$ cat src/rtl/lpc_pkg.sv
package lpc_pkg;
    typedef enum logic [1:0] {
        ST_IDLE  = 2'd0,
        ST_FETCH = 2'd1,
        ST_EMIT  = 2'd2
    } lpc_state_e;

    localparam logic [7:0] ASC_SPACE  = 8'h20;
    localparam logic [7:0] ASC_LETTER = 8'h41;
    localparam logic [7:0] ASC_DIGIT  = 8'h30;

    localparam int VAL_LETTER_LO = 1;
    localparam int VAL_DIGIT_LO  = 27;
    localparam int VAL_PUNCT_LO  = 37;
    localparam int VAL_PUNCT_HI  = 48;
endpackage

$ cat src/rtl/lpc_code_rom.sv
module lpc_code_rom #(
    parameter int CODE_W = 7,
    parameter int CHAR_W = 8
) (
    input  logic [CODE_W-1:0] addr,
    output logic [CHAR_W-1:0] data
);
    import lpc_pkg::*;

    localparam int DEPTH = 1 << CODE_W;
    localparam int VAL_W = CODE_W - 1;

    function automatic logic [CHAR_W-1:0] punct_of(input int k);
        logic [7:0] p;
        case (k)
            0:  p = 8'h2E;
            1:  p = 8'h2C;
            2:  p = 8'h28;
            3:  p = 8'h29;
            4:  p = 8'h2B;
            5:  p = 8'h2D;
            6:  p = 8'h2A;
            7:  p = 8'h2F;
            8:  p = 8'h24;
            9:  p = 8'h3D;
            10: p = 8'h23;
            11: p = 8'h26;
            default: p = ASC_SPACE;
        endcase
        return CHAR_W'(p);
    endfunction

    function automatic logic [CHAR_W-1:0] entry_of(input int idx);
        logic [CODE_W-1:0] c;
        int                v;
        c = CODE_W'(idx);
        v = idx % (1 << VAL_W);
        if (($countones(c) % 2) == 0)   return CHAR_W'(ASC_SPACE);
        if (v < VAL_LETTER_LO)          return CHAR_W'(ASC_SPACE);
        if (v < VAL_DIGIT_LO)           return CHAR_W'(int'(ASC_LETTER) + v - VAL_LETTER_LO);
        if (v < VAL_PUNCT_LO)           return CHAR_W'(int'(ASC_DIGIT) + v - VAL_DIGIT_LO);
        if (v <= VAL_PUNCT_HI)          return punct_of(v - VAL_PUNCT_LO);
        return CHAR_W'(ASC_SPACE);
    endfunction

    logic [CHAR_W-1:0] table_q [DEPTH];

    for (genvar i = 0; i < DEPTH; i++) begin : g_entry
        assign table_q[i] = entry_of(i);
    end

    assign data = table_q[addr];
endmodule

$ cat src/rtl/lpc_col_pick.sv
module lpc_col_pick #(
    parameter int WORD_W = 16,
    parameter int CODE_W = 7
) (
    input  logic [WORD_W-1:0] word,
    input  logic              sel,
    output logic [CODE_W-1:0] code,
    output logic              bad_par
);
    localparam int HALF  = WORD_W / 2;
    localparam int LANES = 2;

    logic [CODE_W-1:0] lane_code [LANES];
    logic              lane_bad  [LANES];

    for (genvar j = 0; j < LANES; j++) begin : g_lane
        assign lane_code[j] = word[(LANES-1-j)*HALF +: CODE_W];
        assign lane_bad[j]  = ~(^lane_code[j]);
    end

    always_comb begin
        code    = sel ? lane_code[1] : lane_code[0];
        bad_par = sel ? lane_bad[1]  : lane_bad[0];
    end
endmodule

$ cat src/rtl/lpc_xlate.sv
module lpc_xlate #(
    parameter int MAX_COLS = 132,
    parameter int WORD_W   = 16,
    parameter int CODE_W   = 7,
    parameter int CHAR_W   = 8,
    localparam int MAX_WORDS = (MAX_COLS + 1) / 2,
    localparam int ADDR_W    = $clog2(MAX_WORDS),
    localparam int LEN_W     = $clog2(MAX_COLS + 1)
) (
    input  logic              clk,
    input  logic              rst_n,
    input  logic              start,
    input  logic [LEN_W-1:0]  line_len,
    output logic              word_req,
    output logic [ADDR_W-1:0] word_addr,
    input  logic              word_valid,
    input  logic [WORD_W-1:0] word_data,
    output logic              ch_valid,
    output logic [CHAR_W-1:0] ch_data,
    input  logic              ch_ready,
    output logic              done,
    output logic              par_err,
    output logic              busy
);
    import lpc_pkg::*;

    localparam logic [LEN_W-1:0]  MAX_LEN  = LEN_W'(MAX_COLS);
    localparam logic [LEN_W-1:0]  LEN_ONE  = LEN_W'(1);
    localparam logic [ADDR_W-1:0] ADDR_ONE = ADDR_W'(1);

    typedef struct packed {
        lpc_state_e        state;
        logic [LEN_W-1:0]  len;
        logic [LEN_W-1:0]  cnt;
        logic [ADDR_W-1:0] addr;
        logic [WORD_W-1:0] word;
        logic              col;
        logic              err_run;
        logic              err_flag;
        logic              done;
    } regs_t;

    regs_t r_d, r_q;

    logic [CODE_W-1:0] cur_code;
    logic              cur_bad;
    logic              len_ok;
    logic              take;
    logic              last_col;

    lpc_col_pick #(
        .WORD_W (WORD_W),
        .CODE_W (CODE_W)
    ) u_pick (
        .word    (r_q.word),
        .sel     (r_q.col),
        .code    (cur_code),
        .bad_par (cur_bad)
    );

    lpc_code_rom #(
        .CODE_W (CODE_W),
        .CHAR_W (CHAR_W)
    ) u_rom (
        .addr (cur_code),
        .data (ch_data)
    );

    assign len_ok   = (line_len != '0) && (line_len <= MAX_LEN);
    assign take     = (r_q.state == ST_EMIT) && ch_ready;
    assign last_col = (r_q.cnt + LEN_ONE) == r_q.len;

    always_comb begin
        r_d      = r_q;
        r_d.done = 1'b0;
        unique case (r_q.state)
            ST_IDLE: begin
                if (start && len_ok) begin
                    r_d.state    = ST_FETCH;
                    r_d.len      = line_len;
                    r_d.cnt      = '0;
                    r_d.addr     = '0;
                    r_d.col      = 1'b0;
                    r_d.err_run  = 1'b0;
                    r_d.err_flag = 1'b0;
                end
            end
            ST_FETCH: begin
                if (word_valid) begin
                    r_d.word  = word_data;
                    r_d.col   = 1'b0;
                    r_d.state = ST_EMIT;
                end
            end
            ST_EMIT: begin
                if (take) begin
                    r_d.cnt     = r_q.cnt + LEN_ONE;
                    r_d.err_run = r_q.err_run | cur_bad;
                    if (last_col) begin
                        r_d.state    = ST_IDLE;
                        r_d.done     = 1'b1;
                        r_d.err_flag = r_q.err_run | cur_bad;
                    end else if (r_q.col) begin
                        r_d.state = ST_FETCH;
                        r_d.addr  = r_q.addr + ADDR_ONE;
                    end else begin
                        r_d.col = 1'b1;
                    end
                end
            end
            default: r_d.state = ST_IDLE;
        endcase
    end

    always_ff @(posedge clk or negedge rst_n) begin
        if (!rst_n) begin
            r_q <= '{state: ST_IDLE, default: '0};
        end else begin
            r_q <= r_d;
        end
    end

    assign word_req  = (r_q.state == ST_FETCH);
    assign word_addr = r_q.addr;
    assign ch_valid  = (r_q.state == ST_EMIT);
    assign done      = r_q.done;
    assign par_err   = r_q.err_flag;
    assign busy      = (r_q.state != ST_IDLE);
endmodule

$ cat config.mk
export PLATFORM = sky130hd
export DESIGN_NAME = lpc_xlate
export DESIGN_NICKNAME = d
export VERILOG_FILES = /design/src/rtl/lpc_pkg.sv /design/src/rtl/lpc_code_rom.sv /design/src/rtl/lpc_col_pick.sv /design/src/rtl/lpc_xlate.sv
export SDC_FILE = /design/constraint.sdc
export NUM_CORES = 1
export LEC_CHECK = 0
export BUFFER_PORTS_ARGS = -buffer_cell sky130_fd_sc_hd__buf_2
export CORE_MARGIN = 2
export CORE_UTILIZATION = 50
export CTS_BUF_LIST = sky130_fd_sc_hd__clkbuf_16
export CTS_CLUSTER_DIAMETER = 150
export DETAILED_ROUTE_END_ITERATION = 8
export PLACE_DENSITY = 0.74
export SYNTH_ARGS = -nofsm -noshare
export SYNTH_HDL_FRONTEND = slang
export SYNTH_HIERARCHICAL = 1
export SYNTH_SLANG_ARGS = --single-unit
$ cat constraint.sdc
create_clock -name clk -period 2.8 [get_ports clk]
set_clock_uncertainty 0.15 [all_clocks]
set_input_delay 0.56 -clock clk [delete_from_list [all_inputs] [get_ports clk]]
set_output_delay 0.56 -clock clk [all_outputs]
set_load 0.05 [all_outputs]
==> results.py <==
metrics = {
    "routing": {
        "wl_per_cell_um": 16.2,
        "dr_wl_met2_mm": 4.19,
        "met1Wirelength_mm": 3.51,
        "route.met3.wl_um": 294,
        "drt_iter0_markers": 91,
        "viasPerCell": 5.87,
        "finalWirelength_mm": 8.20,
        "vias": 2966,
        "drt.antenna.violating_nets": 0,
        "top_layer_used": "met4",
        "route.detailed.drc": 0,
        "dr.pass1.iters": 4,
    },
    "synthesis": {
        "avgSynthCellArea_um2": 9.65,
        "syn-num-nets": 388,
        "yosysWarnings": 6,
        "synth.cell_area_um2": 3370,
        "synthCells": 349,
    },
    "critical_path": {
        "crit_path_end_kind": "output port",
        "critical-path-top-delay-family": "compound AO/OA/AOI/OAI gates",
        "critPathSlowestCell": "dfrtp_2",
        "crit_path_cell_trace": "mux2_4, inv_4, ha_4, buf_6, a311o_1, a221oi_2, buf_4, nor2_4, buf_6",
        "critical_path_buf_inv_count": 4,
        "cp.required_ps": 2090,
        "crit_type": "flop to output port",
        "start_kind": "flop",
        "worst_path_largest_cell_delay_ps": 480,
        "crit_top_cell": "buf_6",
        "crit_fanout": 7,
        "arrival_ps": 2550,
    },
    "cells_and_area": {
        "final_nets": 466,
        "fin_cells": 505,
        "num-fill-cells": 494,
        "fin_area_um2": 4400,
        "final_core_utilization_pct": 68.6,
        "final_common_cell": "buf_4",
        "drive_above_1_share_pct": 44.2,
        "antennaDiodeCount": 0,
        "syn_to_final_growth_pct": 30.7,
        "final_cell_mix": "56 x buf_4, 42 x dfrtp_1, 38 x buf_2",
    },
    "timing": {
        "period_needed_ps": 3260,
        "rsz0062_at_grt": "true",
        "max_slew_margin_pct": 37.3,
        "setup_viol": 7,
        "fin_crit_sh_pct": 116,
        "setup_ws_ps": -458,
        "max_freq_mhz": 307,
        "finalHoldViolations": 0,
        "slew_viol_final": 0,
        "worst_pin_slew_ps": 941,
    },
    "cts": {
        "cts_sinks": 43,
        "cts-hold-fix-buffers": 0,
        "clock_latency_ps": 290,
        "root_buffer": "clkbuf_16",
        "htree_levels": 2,
        "clk_pin_slew_worst_paths_ps": 60,
        "cts_tree": "yes",
        "cts.path.max_buffers": 2,
        "cts_buffers": 5,
    },
    "floorplan": {
        "rows": 29,
        "core_um2": 6420,
        "start_util_pct": 52.5,
        "die_x_um": 86.1,
        "ios": 49,
        "die_h_um": 86.1,
        "dieArea_um2": 7410,
    },
    "global_routing": {
        "track_usage_pct": 23.0,
        "antenna_found_initial": 0,
        "grt_pass1_wl_mm": 13.7,
        "gr-total-overflow": 0,
        "grt_pass1_vias": 2971,
        "grt_max_degree": 44,
    },
    "placed_design": {
        "numPortBuffers": 45,
        "place.gp.congestion": 0.849,
        "hpwlAfterDp_mm": 5.89,
        "dpl.cell_count": 492,
        "post_dp_cell_area_um2": 4040,
    },
    "run_status": {
        "violations": "setup timing",
        "status": "finished with violations",
    },
    "job": {
        "drv_cap": 0,
    },
    "min_path": {
        "holdCritPathClass": "input port to async pin",
    },
}
sequential cells by signal, indices dropped and copies added (netlist names):
name / count
par_err: 1
r_q: 34
done: 1
word_addr: 7
through the flow:
| stage | TNS, ps | hold slack, ps | worst slack, ps |
|---|---|---|---|
| global route | -3020 | 364 | -500 |
| global placement | -1460 | 336 | -255 |
| detailed placement | -1660 | 347 | -279 |
| floorplan | -966 | 114 | -246 |
| CTS | -2470 | 303 | -426 |
| finish | -2540 | 266 | -458 |
timing repair:
action	CTS	global route
hold endpoints to repair	0	0
setup endpoints to repair	7	7
resized for setup	31	8
pin swaps	9	12
gates cloned	0	0
setup buffers	4	1
path summary, 6_finish.rpt:
kind                          from            to  slack (ps)  depth (start not counted)
max                         r_q[3]    ch_data[6]        -460                          9
min                          rst_n       r_q[31]         270                          1
max reg2reg                r_q[27]  word_addr[5]         250                          8
min reg2reg                r_q[34]       r_q[34]         350                          1
max in group asynchronous    rst_n        r_q[3]        1580                          1
min in group clk           r_q[34]       r_q[34]         350                          1
layer usage:
metal / track usage (%) / vias up
met5: 0 / -
met1: 28.2 / 1444
li1: - / 1417
met3: 2.89 / 21
met4: 9.52 / 0
met2: 40.5 / 84
area by class of cell:
cell class | count | area, µm² | area share (%)
repair buffers | 106 | 767 | 17.4
flip-flops and latches | 43 | 1080 | 24.5
clock inverters | 3 | 38.8 | 0.881
multi-input cells | 262 | 2260 | 51.3
well taps | 77 | 96.3 | 2.19
clock buffers | 5 | 125 | 2.84
inverters | 9 | 38.8 | 0.881
Power is left out: the tool's default activity adds up to more than one toggle a clock period on the data nets, which glitch-free logic cannot reach.
